===== src/rtl/rtc_pulse_pkg.sv =====
package rtc_pulse_pkg;
  localparam int unsigned PIE_BIT  = 6;
  localparam int unsigned SQWE_BIT = 3;
  localparam logic [7:0]  RST_CTRL_A = 8'h26;
  localparam logic [7:0]  RST_CTRL_B = 8'h02;

  typedef enum logic [1:0] {
    ADDR_CTRL_A = 2'd0,
    ADDR_CTRL_B = 2'd1,
    ADDR_STAT_C = 2'd2,
    ADDR_SPARE  = 2'd3
  } reg_addr_e;
endpackage


===== src/rtl/rtc_rate_div.sv =====
module rtc_rate_div #(
  parameter int unsigned CODE_W = 4,
  parameter int unsigned CNT_W  = 14
) (
  input  logic              clk,
  input  logic              rst_n,
  input  logic              tick,
  input  logic              run,
  input  logic              restart,
  input  logic [CODE_W-1:0] code,
  output logic              period_evt,
  output logic              half_evt
);
  localparam int unsigned NUM_CODES = 1 << CODE_W;

  logic [CNT_W-1:0] lim_tab [NUM_CODES];
  logic [CNT_W-1:0] cnt_q, cnt_d;
  logic [CNT_W-1:0] full_last, half_last;
  logic             at_full, at_half, active;

  for (genvar g = 0; g < NUM_CODES; g++) begin : g_lim
    localparam int unsigned EC  = (g == 1 || g == 2) ? g + 7 : g;
    localparam int unsigned LIM = (EC == 0) ? 0 : ((1 << (EC - 1)) - 1);
    assign lim_tab[g] = CNT_W'(LIM);
  end

  assign full_last = lim_tab[code];
  assign half_last = full_last >> 1;
  assign active    = run && !restart && tick;
  assign at_full   = (cnt_q == full_last);
  assign at_half   = (cnt_q == half_last);

  always_comb begin
    period_evt = 1'b0;
    half_evt   = 1'b0;
    cnt_d      = cnt_q;
    if (!run || restart) begin
      cnt_d = '0;
    end else if (tick) begin
      if (at_full) begin
        period_evt = 1'b1;
        cnt_d      = '0;
      end else begin
        half_evt = at_half;
        cnt_d    = cnt_q + CNT_W'(1);
      end
    end
  end

  always_ff @(posedge clk or negedge rst_n) begin
    if (!rst_n) cnt_q <= '0;
    else        cnt_q <= cnt_d;
  end

  p_idle_r2: assert property (@(posedge clk) disable iff (!rst_n)
    !run |=> (cnt_q == '0));
  p_restart_r9: assert property (@(posedge clk) disable iff (!rst_n)
    restart |=> (cnt_q == '0));
  p_range_r4: assert property (@(posedge clk) disable iff (!rst_n)
    run |-> (cnt_q <= full_last));
  p_evt_needs_tick_r4: assert property (@(posedge clk) disable iff (!rst_n)
    (period_evt || half_evt) |-> active);
endmodule


===== src/rtl/rtc_sqw_drv.sv =====
module rtc_sqw_drv (
  input  logic clk,
  input  logic rst_n,
  input  logic run,
  input  logic restart,
  input  logic sq_en,
  input  logic toggle,
  output logic sqw
);
  logic sqw_q, sqw_d;

  always_comb begin
    sqw_d = sqw_q;
    if (!sq_en || !run || restart) sqw_d = 1'b0;
    else if (toggle)               sqw_d = ~sqw_q;
  end

  always_ff @(posedge clk or negedge rst_n) begin
    if (!rst_n) sqw_q <= 1'b0;
    else        sqw_q <= sqw_d;
  end

  assign sqw = sqw_q;

  p_sqw_low_r7: assert property (@(posedge clk) disable iff (!rst_n)
    !sq_en |=> !sqw_q);
  p_sqw_restart_r9: assert property (@(posedge clk) disable iff (!rst_n)
    restart |=> !sqw_q);
  p_sqw_hold_r7: assert property (@(posedge clk) disable iff (!rst_n)
    (sq_en && run && !restart && !toggle) |=> $stable(sqw_q));
endmodule


===== src/rtl/rtc_status_flags.sv =====
module rtc_status_flags (
  input  logic       clk,
  input  logic       rst_n,
  input  logic       set,
  input  logic       clr,
  output logic [1:0] flags,
  output logic       irq
);
  logic [1:0] flags_q, flags_d;

  always_comb begin
    flags_d = flags_q;
    if (set)      flags_d = 2'b11;
    else if (clr) flags_d = 2'b00;
  end

  always_ff @(posedge clk or negedge rst_n) begin
    if (!rst_n) flags_q <= 2'b00;
    else        flags_q <= flags_d;
  end

  assign flags = flags_q;
  assign irq   = flags_q[1];

  p_set_r5: assert property (@(posedge clk) disable iff (!rst_n)
    set |=> (flags_q == 2'b11));
  p_clear_on_read_r6: assert property (@(posedge clk) disable iff (!rst_n)
    (clr && !set) |=> (flags_q == 2'b00));
  p_flags_hold_r6: assert property (@(posedge clk) disable iff (!rst_n)
    (!set && !clr) |=> $stable(flags_q));
endmodule


===== src/rtl/rtc_pulse_gen.sv =====
module rtc_pulse_gen
  import rtc_pulse_pkg::*;
#(
  parameter int unsigned CODE_W = 4,
  parameter int unsigned DIV_W  = 14
) (
  input  logic       clk,
  input  logic       rst_n,
  input  logic       tick_en,
  input  logic       wr_en,
  input  logic       rd_en,
  input  logic [1:0] addr,
  input  logic [7:0] wdata,
  output logic [7:0] rdata,
  output logic       irq,
  output logic       sqw
);
  localparam int unsigned FLAG_W = 2;

  logic [7:0]        ctrl_a_q, ctrl_a_d, ctrl_b_q, ctrl_b_d, rdata_q, rdata_d;
  logic [CODE_W-1:0] rate_code;
  logic              pie, sqe, run;
  logic              wr_a, wr_b, rd_c;
  logic              period_evt, half_evt;
  logic [FLAG_W-1:0] flags;
  logic [7:0]        stat_c;
  reg_addr_e         addr_e;

  assign addr_e    = reg_addr_e'(addr);
  assign rate_code = ctrl_a_q[CODE_W-1:0];
  assign pie       = ctrl_b_q[PIE_BIT];
  assign sqe       = ctrl_b_q[SQWE_BIT];
  assign run       = (rate_code != '0) && (pie || sqe);
  assign wr_a      = wr_en && (addr_e == ADDR_CTRL_A);
  assign wr_b      = wr_en && (addr_e == ADDR_CTRL_B);
  assign rd_c      = rd_en && (addr_e == ADDR_STAT_C);
  assign stat_c    = {flags, {(8-FLAG_W){1'b0}}};

  rtc_rate_div #(.CODE_W(CODE_W), .CNT_W(DIV_W)) u_div (
    .clk(clk), .rst_n(rst_n), .tick(tick_en), .run(run), .restart(wr_a),
    .code(rate_code), .period_evt(period_evt), .half_evt(half_evt));

  rtc_sqw_drv u_sqw (
    .clk(clk), .rst_n(rst_n), .run(run), .restart(wr_a), .sq_en(sqe),
    .toggle(period_evt || half_evt), .sqw(sqw));

  rtc_status_flags u_flags (
    .clk(clk), .rst_n(rst_n), .set(pie && period_evt), .clr(rd_c),
    .flags(flags), .irq(irq));

  always_comb begin
    ctrl_a_d = wr_a ? wdata : ctrl_a_q;
    ctrl_b_d = wr_b ? wdata : ctrl_b_q;
    rdata_d  = rdata_q;
    if (rd_en) begin
      unique case (addr_e)
        ADDR_CTRL_A: rdata_d = ctrl_a_q;
        ADDR_CTRL_B: rdata_d = ctrl_b_q;
        ADDR_STAT_C: rdata_d = stat_c;
        default:     rdata_d = 8'h00;
      endcase
    end
  end

  always_ff @(posedge clk or negedge rst_n) begin
    if (!rst_n) begin
      ctrl_a_q <= RST_CTRL_A;
      ctrl_b_q <= RST_CTRL_B;
      rdata_q  <= 8'h00;
    end else begin
      ctrl_a_q <= ctrl_a_d;
      ctrl_b_q <= ctrl_b_d;
      rdata_q  <= rdata_d;
    end
  end

  assign rdata = rdata_q;

  p_irq_cause_r5: assert property (@(posedge clk) disable iff (!rst_n)
    $rose(irq) |-> $past(pie));
  p_no_run_no_irq_r2: assert property (@(posedge clk) disable iff (!rst_n)
    (!run && !irq && !rd_c) |=> !irq);
  p_rdata_hold_r11: assert property (@(posedge clk) disable iff (!rst_n)
    !rd_en |=> $stable(rdata));
endmodule


===== config.mk =====
export PLATFORM = sky130hd
export DESIGN_NAME = rtc_pulse_gen
export DESIGN_NICKNAME = d
export VERILOG_FILES = /design/src/rtl/rtc_pulse_pkg.sv /design/src/rtl/rtc_rate_div.sv /design/src/rtl/rtc_sqw_drv.sv /design/src/rtl/rtc_status_flags.sv /design/src/rtl/rtc_pulse_gen.sv
export SDC_FILE = /design/constraint.sdc
export NUM_CORES = 1
export LEC_CHECK = 0
export ABC_AREA = 1
export BUFFER_PORTS_ARGS = -buffer_cell sky130_fd_sc_hd__buf_2
export CAP_MARGIN = 25
export CORE_MARGIN = 5
export CORE_UTILIZATION = 59
export DETAILED_ROUTE_END_ITERATION = 12
export PLACE_DENSITY_LB_ADDON = 0.1
export SYNTH_ARGS = -nofsm -noshare
export SYNTH_HDL_FRONTEND = slang
export SYNTH_SLANG_ARGS = --single-unit

===== constraint.sdc =====
create_clock -name clk -period 2.8 [get_ports clk]
set_input_delay 0 -clock clk [delete_from_list [all_inputs] [get_ports clk]]
set_output_delay 0 -clock clk [all_outputs]
set_load 0.05 [all_outputs]

== Yosys cells after proc, flatten, opt, wreduce, memory -nomap -nowiden ==
Memories as Yosys holds them, arrays and structs flattened.
Cells that the tools add are included.

* Bits in registers: 41
* Memory bits (read-only): 224
* Input bits: 15
* Output and inout bits: 10
* Memories: 1

{| class="wikitable"
|+ Memories
! memory !! words !! bits a word !! read ports !! clocked after Yosys merged registers in !! write ports !! RTL line !! source
|-
| (name not given) || 16 || 14 || 1 || 0 || 0 || rtc_rate_div.sv:27 || <nowiki>assign full_last = lim_tab[code];</nowiki>
|}

* Add/sub/neg operators: 1
* $lt $le $gt $ge: 1
* Equality and inequality tests: 4
* Mux-type cells: 16
* Bitwise gates (word level): 2
* Reduce and logical (&&, ||, !) cells: 17

{| class="wikitable"
|+ Operators by type and width
! operator !! count
|-
| $mux W14 || 5
|-
| $pmux W8 S3 || 1
|-
| $add A14 B1 Y14 const B || 1
|-
| $eq A14 B13 Y1 || 1
|-
| $eq A14 B14 Y1 || 1
|-
| $mux W1 || 8
|-
| $reduce_bool A2 Y1 || 3
|-
| $ge A5 B5 Y1 const B || 1
|-
| $logic_and A1 B1 Y1 || 5
|-
| $logic_or A1 B1 Y1 || 5
|-
| $not A4 Y5 || 1
|-
| $mux W2 || 2
|-
| $reduce_bool A4 Y1 || 1
|-
| $eq A2 B1 Y1 const B || 1
|-
| $eq A2 B2 Y1 const B || 1
|-
| $logic_not A1 Y1 || 2
|-
| $logic_not A2 Y1 || 1
|-
| $not A1 Y1 || 1
|}

== Longest topological paths before layout ==
Gate-level depths: netlist of run 1.

* Depth after elaboration: 11
* Mapped depth: 14

== Cells and area by module ==
From an unflattened synthesis of run 1, not the netlist that was laid out.

* Cell total of the unflattened synthesis: 461
* Area total of the unflattened synthesis: 2916.5 um^2

{| class="wikitable"
|+ Modules (own cells, without submodules)
! module !! instances !! cells an instance !! area an instance (um^2)
|-
| rtc_rate_div || 1 || 312 || 1674.1
|-
| rtc_pulse_gen || 1 || 133 || 1128.6
|-
| rtc_sqw_drv || 1 || 9 || 58.8
|-
| rtc_status_flags || 1 || 7 || 55.1
|}

== Worst setup path after synthesis of run 1 ==
No wires, ideal clock.

* Path kind: reg-to-reg
* Start point: reg ctrl_a_q[1]
* End point: reg u_div.cnt_q[5]
* Library setup time: 125 ps
* Arrival: 1876 ps
* Required time: 2675 ps
* Slack: 799 ps
* Stages on the path, launching flop included: 13
* Buffers on the path: 0
* Period minus slack after synthesis: 2001 ps
* Path through: dfstp_2 inv_1 ha_1 nand2_2 nand3_1 nand2_1 nand2_1 clkinv_1 nand2_1 nor2_2 nand3_2 o21bai_4 nor3_1

* Word-level cells in the longest chain between the ends: 8
* Elaborated cells on any way between the ends: 13
* Those cells by class: 1 x eq/ne; 5 x mux; 1 x bitwise; 5 x reduce/logical; 1 x memory

{| class="wikitable"
|+ RTL lines
! element !! RTL line !! source
|-
| start: declaration || rtc_pulse_gen.sv:20 || <nowiki>logic [7:0] ctrl_a_q, ctrl_a_d, ctrl_b_q, ctrl_b_d, rdata_q, rdata_d;</nowiki>
|-
| start signal: assignment || rtc_pulse_gen.sv:71 || <nowiki>ctrl_a_q <= ctrl_a_d;</nowiki>
|-
| $not A4 Y5 (not written as such) || rtc_rate_div.sv:27 ||
|-
| $mem_v2 Z16 W14 || - ||
|-
| $mux W14 (not written as such) (2 in a row) || rtc_rate_div.sv:27 ||
|-
| $eq A14 B14 Y1 || rtc_rate_div.sv:30 || <nowiki>assign at_full = (cnt_q == full_last);</nowiki>
|-
| $mux W14 || rtc_rate_div.sv:40 || <nowiki>if (at_full) begin</nowiki>
|-
| $mux W14 || rtc_rate_div.sv:39 || <nowiki>end else if (tick) begin</nowiki>
|-
| $mux W14 || rtc_rate_div.sv:37 || <nowiki>if (!run || restart) begin</nowiki>
|-
| end signal: assignment || rtc_rate_div.sv:52 || <nowiki>else cnt_q <= cnt_d;</nowiki>
|-
| end: declaration || rtc_rate_div.sv:17 || <nowiki>logic [CNT_W-1:0] cnt_q, cnt_d;</nowiki>
|}

Parallel ways exist; a longest one is shown, timed or not. The select of a mux whose other input is x is not followed.
A chain may end at the register's enable or synchronous reset.

== Worst setup path in the final report of run 1 ==
Ends and elaborated chain as after synthesis.

==> results.json, run 1 <==
{
  "cts.sinks": 40,
  "fin_total_pwr_mw": 1.65,
  "drt_iter0_markers": 237,
  "yosysSeqAreaShare_pct": 40.9,
  "drcViolationCount": 0,
  "min_period_over_period_pct": 81.5,
  "worst_pin_slew_ns": 0.871,
  "crit_fanout": 9,
  "ant_nets": 0,
  "synth.yosys.warnings": 0,
  "antenna_found_initial": 0,
  "peakVddDrop_uv": 446,
  "cts_hold_buffers": 10,
  "seq_power_share_pct": 43.1,
  "drt_wl_total_um": 6150,
  "swShare_pct": 34.9,
  "start_kind": "flip-flop",
  "p_sw_mw": 0.578,
  "tns_ns": 0,
  "synth_flop_cell": "dfrtp_1",
  "root_buffer": "clkbuf_8",
  "cts_buffers": 5,
  "setup_viol": 0,
  "skew_ns": 0.00877,
  "antenna_cells": 0,
  "cp.required_ns": 2.97,
  "relSlewSlack_pct": 41.9,
  "ioPinCount": 25,
  "p_comb_share_pct": 26.9,
  "drv_slew": 0,
  "die_x_um": 74.6,
  "via_per_inst": 5.45,
  "area_growth_syn_to_layout_pct": 15.0,
  "p_clk_share_pct": 30.0,
  "p_per_area_nw_per_um2": 585,
  "port_buffers": 24,
  "cts_tree": "done",
  "worstSkewPairLatency_ns": 0.29,
  "grt_max_degree": 41,
  "drive_gt1_share_pct": 14.4,
  "clkTransAtPathRegs_ns": 0.08,
  "hold_viol": 0,
  "cts_setup_buffers": 0,
  "synth_nets": 359,
  "synth_edf_count": 0,
  "synth-async-reset-ratio_pct": 100,
  "rsz0062_at_grt": "false",
  "die_area_um2": 5560,
  "endpoint_kind": "flip-flop",
  "final_cell_count_no_fill": 424,
  "firstDrtPassIters": 4,
  "internal-power_mw": 1.08,
  "fmax_ghz": 0.438,
  "cts_resized": 0,
  "placed_cells": 406,
  "worstSetupPathType": "reg2reg",
  "dr_total_vias": 2309,
  "start_util_pct": 61.1,
  "coreArea_um2": 4030,
  "placed_cell_area_um2": 2610,
  "post-dp-hpwl_um": 4420,
  "min_period_ns": 2.28,
  "ys_types": 28,
  "overflow": 0,
  "max-cap-violations": 0,
  "die_h_um": 74.6,
  "min_path_type": "in2reg",
  "synth_seq_cells": 40,
  "clockBufferDepth": 2,
  "grt_pass1_vias": 2226,
  "cts-htree-levels": 2,
  "syn_avg_cell_area_um2": 7.26,
  "nets": 393,
  "wl_per_cell_um": 14.5,
  "syn_area_um2": 2460,
  "gp_congestion": 1.01,
  "status": "complete, no violations",
  "globalRouteTotalUtil_pct": 24.5,
  "grt_pass1_wl_um": 10500,
  "synth_cells": 339,
  "rows": 23,
  "p_leak_nw": 1.35,
  "stdcell_area_um2": 2830,
  "crit_arrival_ns": 2.45
}
placed cells by master, fill, tap and decap left out:
cell type,count
a21oi_1,3
a21oi_2,1
a31oi_1,6
buf_2,24
bufinv_16,1
clkbuf_8,6
clkinv_1,1
clkinv_4,1
dfrtp_1,36
dfstp_2,4
dlygate4sd3_1,10
ha_1,5
inv_1,31
inv_2,3
mux2_2,2
nand2_1,106
nand2_2,3
nand2_4,1
nand3_1,36
nand3_2,2
nand4_1,6
nor2_1,35
nor2_2,3
nor2_4,1
nor3_1,5
o211ai_2,1
o21ai_0,23
o21bai_4,1
o22ai_1,3
xor2_1,14
kinds of logic (layout without fill, tap and decap cells):
| group | after synthesis | after routing | share of synthesized area [%] |
|---|---|---|---|
| AO/OA/AOI/OAI | 38 | 38 | 9.21 |
| XOR/XNOR | 14 | 14 | 4.98 |
| adder cells (fa/ha/maj) | 5 | 5 | 2.54 |
| buffers and inverters | 42 | 77 | 6.82 |
| flip-flops | 40 | 40 | 40.9 |
| multiplexers | 2 | 2 | 0.915 |
| AND/OR/NAND/NOR | 198 | 198 | 34.6 |
worst max-delay path, cell delays in order, from the launching register on:
cell and delay, ns:
dfstp_2 0.62, inv_1 0.10, ha_1 0.32, nand2_2 0.16, nand2_1 0.09, nand2_1 0.06, nand2_1 0.05, nor2_1 0.07
nand2_1 0.07, nor2_2 0.10, nand3_2 0.19, o21bai_4 0.26, nor3_1 0.07
flip-flops by register name, summed over array words and instances, names as in the netlist:
name / cells
rdata: 8
ctrl_b_q: 8
u_sqw.sqw: 1
ctrl_a_q: 8
u_div.cnt_q: 14
u_flags.flags: 1
path summary, 6_finish.rpt:
| check | cells after the start | start | slack (ns) | to |
|---|---|---|---|---|
| setup reg to reg | 12 | ctrl_a_q[1]$_DFFE_PN1P_ | 0.52 | u_div.cnt_q[5]$_DFFE_PN0P_ |
| setup / recovery | 12 | ctrl_a_q[1]$_DFFE_PN1P_ | 0.52 | u_div.cnt_q[5]$_DFFE_PN0P_ |
| min in group asynchronous | 2 | rst_n | 0.35 | rdata[5]$_DFFE_PN0P_ |
| hold / removal | 4 | addr[0] | 0.06 | rdata[1]$_DFFE_PN0P_ |
| max in group asynchronous | 2 | rst_n | 1.89 | u_div.cnt_q[1]$_DFFE_PN0P_ |
| hold reg to reg | 2 | ctrl_b_q[1]$_DFFE_PN1P_ | 0.50 | ctrl_b_q[1]$_DFFE_PN1P_ |
synthesized netlist by cell type, types with 2 or more instances:
cell	number	share of area, %
buf_2	2	0.41
nand3_1	36	7.3
nand3_2	2	0.81
nand2_2	3	0.76
dfstp_2	4	4.3
o21ai_0	23	4.7
nor3_1	5	1.0
inv_2	3	0.46
o22ai_1	3	0.76
xor2_1	14	5.0
nor2_1	35	5.3
inv_1	31	4.7
nand2_1	106	16
dfrtp_1	36	37
mux2_2	2	0.92
a31oi_1	6	1.5
clkbuf_1	3	0.46
buf_4	2	0.61
nor2_2	3	0.76
nand4_1	6	1.5
ha_1	5	2.5
a21oi_1	3	0.61
power by group through the flow:
stage	Sequential, mW	Clock (mW)	Combinational, mW
after floorplan	0.733	0	0.296
after global placement	0.718	0	0.418
after detailed placement	0.720	0	0.424
after CTS	0.709	0.506	0.438
after global routing	0.720	0.528	0.499
final	0.713	0.496	0.444
layout make-up:
type                    instances  area (um^2)
inverters                      35          131
clock buffers                   6         82.6
multi-input cells             257         1290
repair buffers                 34          220
flip-flops and latches         40         1010
clock inverters                 2         38.8
well taps                      50         62.6
fillers                       339         1200
stage by stage:
step / utilization (%) / hold WS [ns] / setup slack (ns)
5_1_grt: 70.2 / 0.0661 / 0.308
3_3_place_gp: 64.7 / 0.167 / 0.649
3_5_place_dp: 64.7 / 0.170 / 0.558
6_report: 70.2 / 0.0601 / 0.518
2_1_floorplan: - / -0.296 / 0.799
4_1_cts: 70.2 / 0.0509 / 0.542
per-layer routing:
| layer | global-route usage (%) | vias to the layer above | routed length [um] |
|---|---|---|---|
| met5 | 0 | - | 0 |
| li1 | - | 1161 | - |
| met3 | 4.19 | 6 | 464 |
| met2 | 35.8 | 81 | 2610 |
| met1 | 37.6 | 1061 | 3000 |
| met4 | 6.52 | 0 | 68 |
Note: power is estimated with default switching activity, not from simulation.
==> inputs of run 2 (changes only) <==
--- a/config.mk
+++ b/config.mk
@@ -5,7 +5,7 @@
 export SDC_FILE = /design/constraint.sdc
 export NUM_CORES = 1
 export LEC_CHECK = 0
-export ABC_AREA = 1
+export ABC_AREA = 0
 export BUFFER_PORTS_ARGS = -buffer_cell sky130_fd_sc_hd__buf_2
 export CAP_MARGIN = 25
 export CORE_MARGIN = 5
==> constraint.sdc (replaced) <==
create_clock -name clk -period 2.2 [get_ports clk]
set_input_delay 0 -clock clk [delete_from_list [all_inputs] [get_ports clk]]
set_output_delay 0 -clock clk [all_outputs]
set_load 0.05 [all_outputs]
==> run 2 against run 1 <==
- the run now ends with negative setup slack left
- wire length rose by 18%
- non-clock buffer count up 53
- synthesized cell count down 18%
- largest power group is now combinational logic
- worst hold slack improved by 0.018 ns
- sequential cell count stayed put
- via count rose by 5.0%
- worst setup slack got worse by 0.96 ns
- global-route usage increased by 3.7 points
- clock skew up 0.0023 ns
- largest cell class unchanged
==> results.json, run 2 <==
{
  "final_cell_count_no_fill": 399,
  "overflow": 0,
  "syn_area_um2": 2540,
  "crit_arrival_ns": 2.88,
  "ant_nets": 0,
  "skew_ns": 0.0111,
  "failed_checks": "negative setup slack",
  "crit_path_top_delay_cell": "dfstp_2",
  "crit_chain": "inv_2 -> ha_4 -> buf_6 -> mux2_4 -> nor2_4 -> xnor2_2 -> or4_4 -> nor3_4 -> buf_4 -> nor3_1 -> and4b_1",
  "rows": 23,
  "ys_types": 54,
  "relSlewSlack_pct": 41.0,
  "max-cap-violations": 0,
  "cts_tree": "done",
  "syn_avg_cell_area_um2": 9.19,
  "synth_edf_count": 0,
  "drv_slew": 0,
  "dr_total_vias": 2425,
  "min_period_over_period_pct": 120,
  "tns_ns": -5.75,
  "crit_family": "simple AND/OR/NAND/NOR gates",
  "die_area_um2": 5730,
  "coreArea_um2": 4090,
  "synth_flop_cell": "dfrtp_1",
  "top_register": "u_div.cnt_q",
  "die_h_um": 75.7,
  "hold_viol": 0,
  "clockBufferDepth": 2,
  "cp_num_buf_inv": 3,
  "mostFrequentLayoutCell": "buf_4",
  "netlist_top_cells_count": "dfrtp_1 (36), nand2_1 (20), nor2_1 (18)",
  "start_util_pct": 62.3,
  "drt_wl_total_um": 7240,
  "via_per_inst": 6.08,
  "synth_seq_cells": 40,
  "worstSkewPairLatency_ns": 0.30,
  "port_buffers": 24,
  "cpPeakStageDelay_ns": 0.55,
  "synthTopCellsByArea": "dfrtp_1 (35%), mux2_2 (6.2%), dfstp_2 (4.1%)",
  "p_leak_nw": 1.49,
  "peakVddDrop_uv": 747,
  "reg2reg_slack_ns": -0.45,
  "setup_viol": 16,
  "rsz0062_at_grt": "true",
  "netlist.top_cell.by_area": "dfrtp_1",
  "placed_cell_area_um2": 3050,
  "crit_fanout": 4,
  "layout_common_cells": "buf_4 (51), dfrtp_1 (36), buf_2 (24), nand2_1 (20), inv_1 (15)",
  "ioPinCount": 25,
  "synth_cells": 277,
  "status": "complete, but fails checks",
  "start_kind": "flip-flop",
  "clkTransAtPathRegs_ns": 0.08,
  "globalRouteTotalUtil_pct": 28.2,
  "die_x_um": 75.7,
  "wl_per_cell_um": 18.1,
  "yosysSeqAreaShare_pct": 39.5,
  "synth_most_common_cell": "dfrtp_1",
  "cts_buffers": 5,
  "worst_pin_slew_ns": 0.885,
  "antenna_found_initial": 0,
  "cts-htree-levels": 2,
  "largest_register_ffs": 14,
  "firstDrtPassIters": 5,
  "root_buffer": "clkbuf_8",
  "fmax_ghz": 0.378,
  "drt_iter0_markers": 249,
  "area_growth_syn_to_layout_pct": 33.7,
  "cts.sinks": 40,
  "grt_max_degree": 41,
  "synth-async-reset-ratio_pct": 100,
  "min_period_ns": 2.65,
  "grt_pass1_vias": 2353,
  "cp.required_ns": 2.44,
  "place_ws_ns": -0.473,
  "worstSetupPathType": "reg2reg",
  "synth_nets": 297,
  "antenna_cells": 0,
  "gp_congestion": 1.00,
  "placed_cells": 379,
  "synth.yosys.warnings": 0,
  "min_path_type": "in2reg",
  "post-dp-hpwl_um": 4830,
  "nets": 368,
  "drive_gt1_share_pct": 36.4,
  "yosysTopAreaCellShare_pct": 35.4,
  "fin_ws_ns": -0.447,
  "p_per_area_nw_per_um2": 772,
  "stdcell_area_um2": 3400,
  "drcViolationCount": 0,
  "endpoint_kind": "flip-flop",
  "grt_pass1_wl_um": 11900
}
[run 2: final cells by class]
type                       instances  area (um^2)
clock buffer                       7         96.3
clock inverter                     1         30.0
fill                             223          684
inverter                          16         60.1
multi-input combinational        198         1510
sequential                        40         1010
tap                               50         62.6
timing repair buffer              87          636
[run 2: final timing paths]
check / start / endpoint / depth (start not counted)
worst max-delay path: ctrl_a_q[1]$_DFFE_PN1P_ / u_sqw.sqw$_DFFE_PN0P_ / 11
worst min-delay path: addr[1] / rdata[7]$_DFFE_PN0P_ / 3
worst max register to register: ctrl_a_q[1]$_DFFE_PN1P_ / u_sqw.sqw$_DFFE_PN0P_ / 11
worst min register to register: rdata[6]$_DFFE_PN0P_ / rdata[6]$_DFFE_PN0P_ / 1
max in group asynchronous: rst_n / rdata[2]$_DFFE_PN0P_ / 2
min in group asynchronous: rst_n / u_div.cnt_q[12]$_DFFE_PN0P_ / 2
[run 2: stage by stage]
step / hold slack [ns] / util, % / power [mW]
finish: 0.0779 / 83.3 / 2.63
global route: 0.0874 / 83.3 / 2.77
CTS: 0.0689 / 81.8 / 2.58
detailed placement: 0.185 / 74.6 / 1.83
global placement: 0.175 / 74.6 / 1.81
floorplan: -0.296 / - / 1.47
[run 2: worst min-delay path, cell delays in order]
cell and delay, ns:
buf_2 0.13, o211ai_1 0.10, o21a_1 0.10
[run 2: cells by family after synthesis]
| group | synth area share, % |
|---|---|
| buffers and inverters | 6.29 |
| XOR/XNOR | 6.19 |
| multiplexers | 9.93 |
| AO/OA/AOI/OAI | 16.3 |
| flip-flops | 39.5 |
| AND/OR/NAND/NOR | 19.3 |
| adder cells (fa/ha/maj) | 2.46 |
[run 2: repair_timing]
action	CTS	global route
gates resized for setup	13	18
buffers inserted	3	0
cloned	0	0
pin swaps	5	9
endpoints found under the setup margin	16	16
hold buffers	9	0
endpoints found under the hold margin	52	0
[run 2: where the power goes]
part / switching, mW / total (mW) / internal (mW)
clock: 0.254 / 0.654 / 0.400
sequential: 0.0760 / 0.907 / 0.831
combinational: 0.555 / 1.06 / 0.509
[run 2: layer usage]
| metal | global-route usage, % | vias to the layer above | part of all wire, % |
|---|---|---|---|
| li1 | - | 1118 | - |
| met1 | 37.3 | 1167 | 41 |
| met3 | 5.67 | 26 | 6.0 |
| met2 | 45.1 | 114 | 49 |
| met4 | 12.6 | 0 | 4.1 |
| met5 | 0 | - | 0 |
==> inputs of run 3 (changes only) <==
--- a/config.mk
+++ b/config.mk
@@ -8,7 +8,7 @@
 export ABC_AREA = 0
 export BUFFER_PORTS_ARGS = -buffer_cell sky130_fd_sc_hd__buf_2
 export CAP_MARGIN = 25
-export CORE_MARGIN = 5
+export CORE_MARGIN = 2
 export CORE_UTILIZATION = 59
 export DETAILED_ROUTE_END_ITERATION = 12
 export PLACE_DENSITY_LB_ADDON = 0.1
==> run 3 against run 2 <==
- the flow still finishes with violations (negative setup slack)
- register-to-register slack got worse by 0.03 ns
- sequential share of layout area is 1.2 points higher
- wire length shrank 6.1%
- clock-buffer cell count decreased by 1
- sequential power hardly changed
- combinational power fell by 8%
- total power fell by 9.9%
- worst setup slack worse by 0.032 ns
- maximum frequency down 1.2%
- critical path type unchanged
==> results.json, run 3 (synthesized netlist as in run 2, its figures left out) <==
{
  "setup_viol": 16,
  "drt_iter0_markers": 215,
  "fin_total_pwr_mw": 2.36,
  "cp.required_ns": 2.38,
  "die_h_um": 69.7,
  "cts-htree-levels": 2,
  "crit_fanout": 5,
  "overflow": 0,
  "cts.sinks": 40,
  "crit_arrival_ns": 2.86,
  "grt_pass1_wl_um": 11200,
  "swShare_pct": 36.0,
  "start_util_pct": 62.3,
  "die_x_um": 69.7,
  "hold_viol": 0,
  "peakVddDrop_uv": 492,
  "relSlewSlack_pct": 39.6,
  "rsz0062_at_grt": "true",
  "coreArea_um2": 4090,
  "p_leak_nw": 1.45,
  "min_period_over_period_pct": 122,
  "ant_nets": 0,
  "via_per_inst": 5.89,
  "antenna_cells": 0,
  "drive_gt1_share_pct": 33.4,
  "cpPeakStageDelay_ns": 0.58,
  "status": "complete, but fails checks",
  "port_buffers": 24,
  "worstSetupPathType": "reg2reg",
  "cts_buffers": 5,
  "mostFrequentLayoutCell": "buf_4",
  "p_clk_share_pct": 20.6,
  "die_area_um2": 4850,
  "wl_per_cell_um": 17.2,
  "nets": 363,
  "root_buffer": "clkbuf_8",
  "drv_slew": 0,
  "gp_congestion": 0.920,
  "internal-power_mw": 1.51,
  "post-dp-hpwl_um": 5010,
  "grt_max_degree": 41,
  "grt_pass1_vias": 2362,
  "min_path_type": "in2reg",
  "p_comb_share_pct": 41.0,
  "firstDrtPassIters": 4,
  "ioPinCount": 25,
  "clkTransAtPathRegs_ns": 0.08,
  "skew_ns": 0.00446,
  "top_register": "u_div.cnt_q",
  "hold_depth": 3,
  "failed_checks": "negative setup slack",
  "drcViolationCount": 0,
  "rows": 23,
  "crit_chain": "inv_2 -> ha_4 -> mux2_4 -> a2111oi_4 -> nor3_2 -> or4_4 -> o21ai_4 -> nor2_2 -> a211o_1",
  "crit_path_top_delay_cell": "or4_4",
  "largest_register_ffs": 14,
  "dr_total_vias": 2321,
  "crit_family": "compound AO/OA/AOI/OAI gates",
  "area_growth_syn_to_layout_pct": 28.3,
  "clockBufferDepth": 2,
  "antenna_found_initial": 0,
  "start_kind": "flip-flop",
  "placed_cell_area_um2": 3030,
  "place_ws_ns": -0.458,
  "cp_num_cells": 9,
  "worst_pin_slew_ns": 0.906,
  "min_period_ns": 2.68,
  "fmax_ghz": 0.373,
  "endpoint_kind": "flip-flop",
  "p_per_area_nw_per_um2": 724,
  "globalRouteTotalUtil_pct": 29.5,
  "cts_tree": "done",
  "rr_worst_depth": 9,
  "fin_ws_ns": -0.479,
  "cp_num_buf_inv": 1,
  "drt_wl_total_um": 6800,
  "p_sw_mw": 0.852,
  "holdWs_ns": 0.0648,
  "worstSkewPairLatency_ns": 0.29,
  "max-cap-violations": 0,
  "layout_common_cells": "buf_4 (46), dfrtp_1 (36), buf_2 (24), nand2_1 (20), nor2_1 (18)",
  "seq_power_share_pct": 38.4,
  "stdcell_area_um2": 3270
}
==> run 3: changes by cell type in the layout (fill, tap and decap cells not counted), moves of 2 or more <==
| cell | previous run | this run |
|---|---|---|
| buf_4 | 51 | 46 |
| nor3_2 | 0 | 2 |
| clkbuf_8 | 7 | 5 |
| nor3_1 | 10 | 8 |
| nor2_4 | 6 | 0 |
| nor2_1 | 11 | 18 |
==> run 3: repair_timing <==
item,CTS,global route
resized for setup,13,4
hold buffers,9,0
gates cloned,0,0
pin swaps,3,0
hold endpoints to repair,52,0
endpoints found under the setup margin,16,16
setup buffers,1,0
==> run 3: layout make-up <==
| type | instances | area [um^2] |
|---|---|---|
| multi-input combinational | 198 | 1450 |
| sequential | 40 | 1010 |
| fill | 271 | 821 |
| timing repair buffer | 82 | 598 |
| clock buffer | 6 | 72.6 |
| tap | 50 | 62.6 |
| inverter | 16 | 60.1 |
| clock inverter | 2 | 12.5 |
==> run 3: power by group through the flow <==
stage                     Clock (mW)  Sequential, mW  Combinational [mW]
final                          0.486           0.908               0.970
after CTS                      0.491           0.906               0.951
after global placement             0           0.916               0.893
after floorplan                    0           0.956               0.510
after global routing           0.522           0.919                1.05
after detailed placement           0           0.922               0.908
==> run 3: through the flow <==
| step | TNS [ns] | std cells | utilization (%) |
|---|---|---|---|
| final | -6.54 | 394 | 79.9 |
| after global placement | -6.30 | 376 | 74.0 |
| after floorplan | -5.17 | 277 | - |
| after detailed placement | -6.67 | 376 | 74.0 |
| after CTS | -6.70 | 394 | 79.6 |
| after global routing | -8.14 | 394 | 79.9 |
==> run 3: path summary, 6_finish.rpt <==
kind / from / endpoint / slack [ns]
worst max register to register: ctrl_a_q[1]$_DFFE_PN1P_ / u_div.cnt_q[10]$_DFFE_PN0P_ / -0.48
worst min-delay path: addr[1] / rdata[6]$_DFFE_PN0P_ / 0.06
min in group asynchronous: rst_n / u_div.cnt_q[0]$_DFFE_PN0P_ / 0.36
max in group asynchronous: rst_n / u_div.cnt_q[2]$_DFFE_PN0P_ / 1.26
worst max-delay path: ctrl_a_q[1]$_DFFE_PN1P_ / u_div.cnt_q[10]$_DFFE_PN0P_ / -0.48
worst min register to register: rdata[6]$_DFFE_PN0P_ / rdata[6]$_DFFE_PN0P_ / 0.48
==> run 3: layer usage <==
| layer | wire, um | global-route usage (%) | vias up | share of wire [%] |
|---|---|---|---|---|
| met5 | 0 | 0 | - | 0 |
| met1 | 2990 | 37.3 | 1117 | 44 |
| li1 | - | - | 1113 | - |
| met3 | 232 | 4.22 | 22 | 3.4 |
| met2 | 3310 | 50.1 | 69 | 49 |
| met4 | 268 | 13.7 | 0 | 3.9 |
==> run 3: worst reg2reg max path: stages, from the launching register on <==
cell	delay [ns]
dfstp_2	0.54
inv_2	0.05
ha_4	0.23
mux2_4	0.28
a2111oi_4	0.31
nor3_2	0.07
or4_4	0.58
o21ai_4	0.21
nor2_2	0.05
a211o_1	0.27
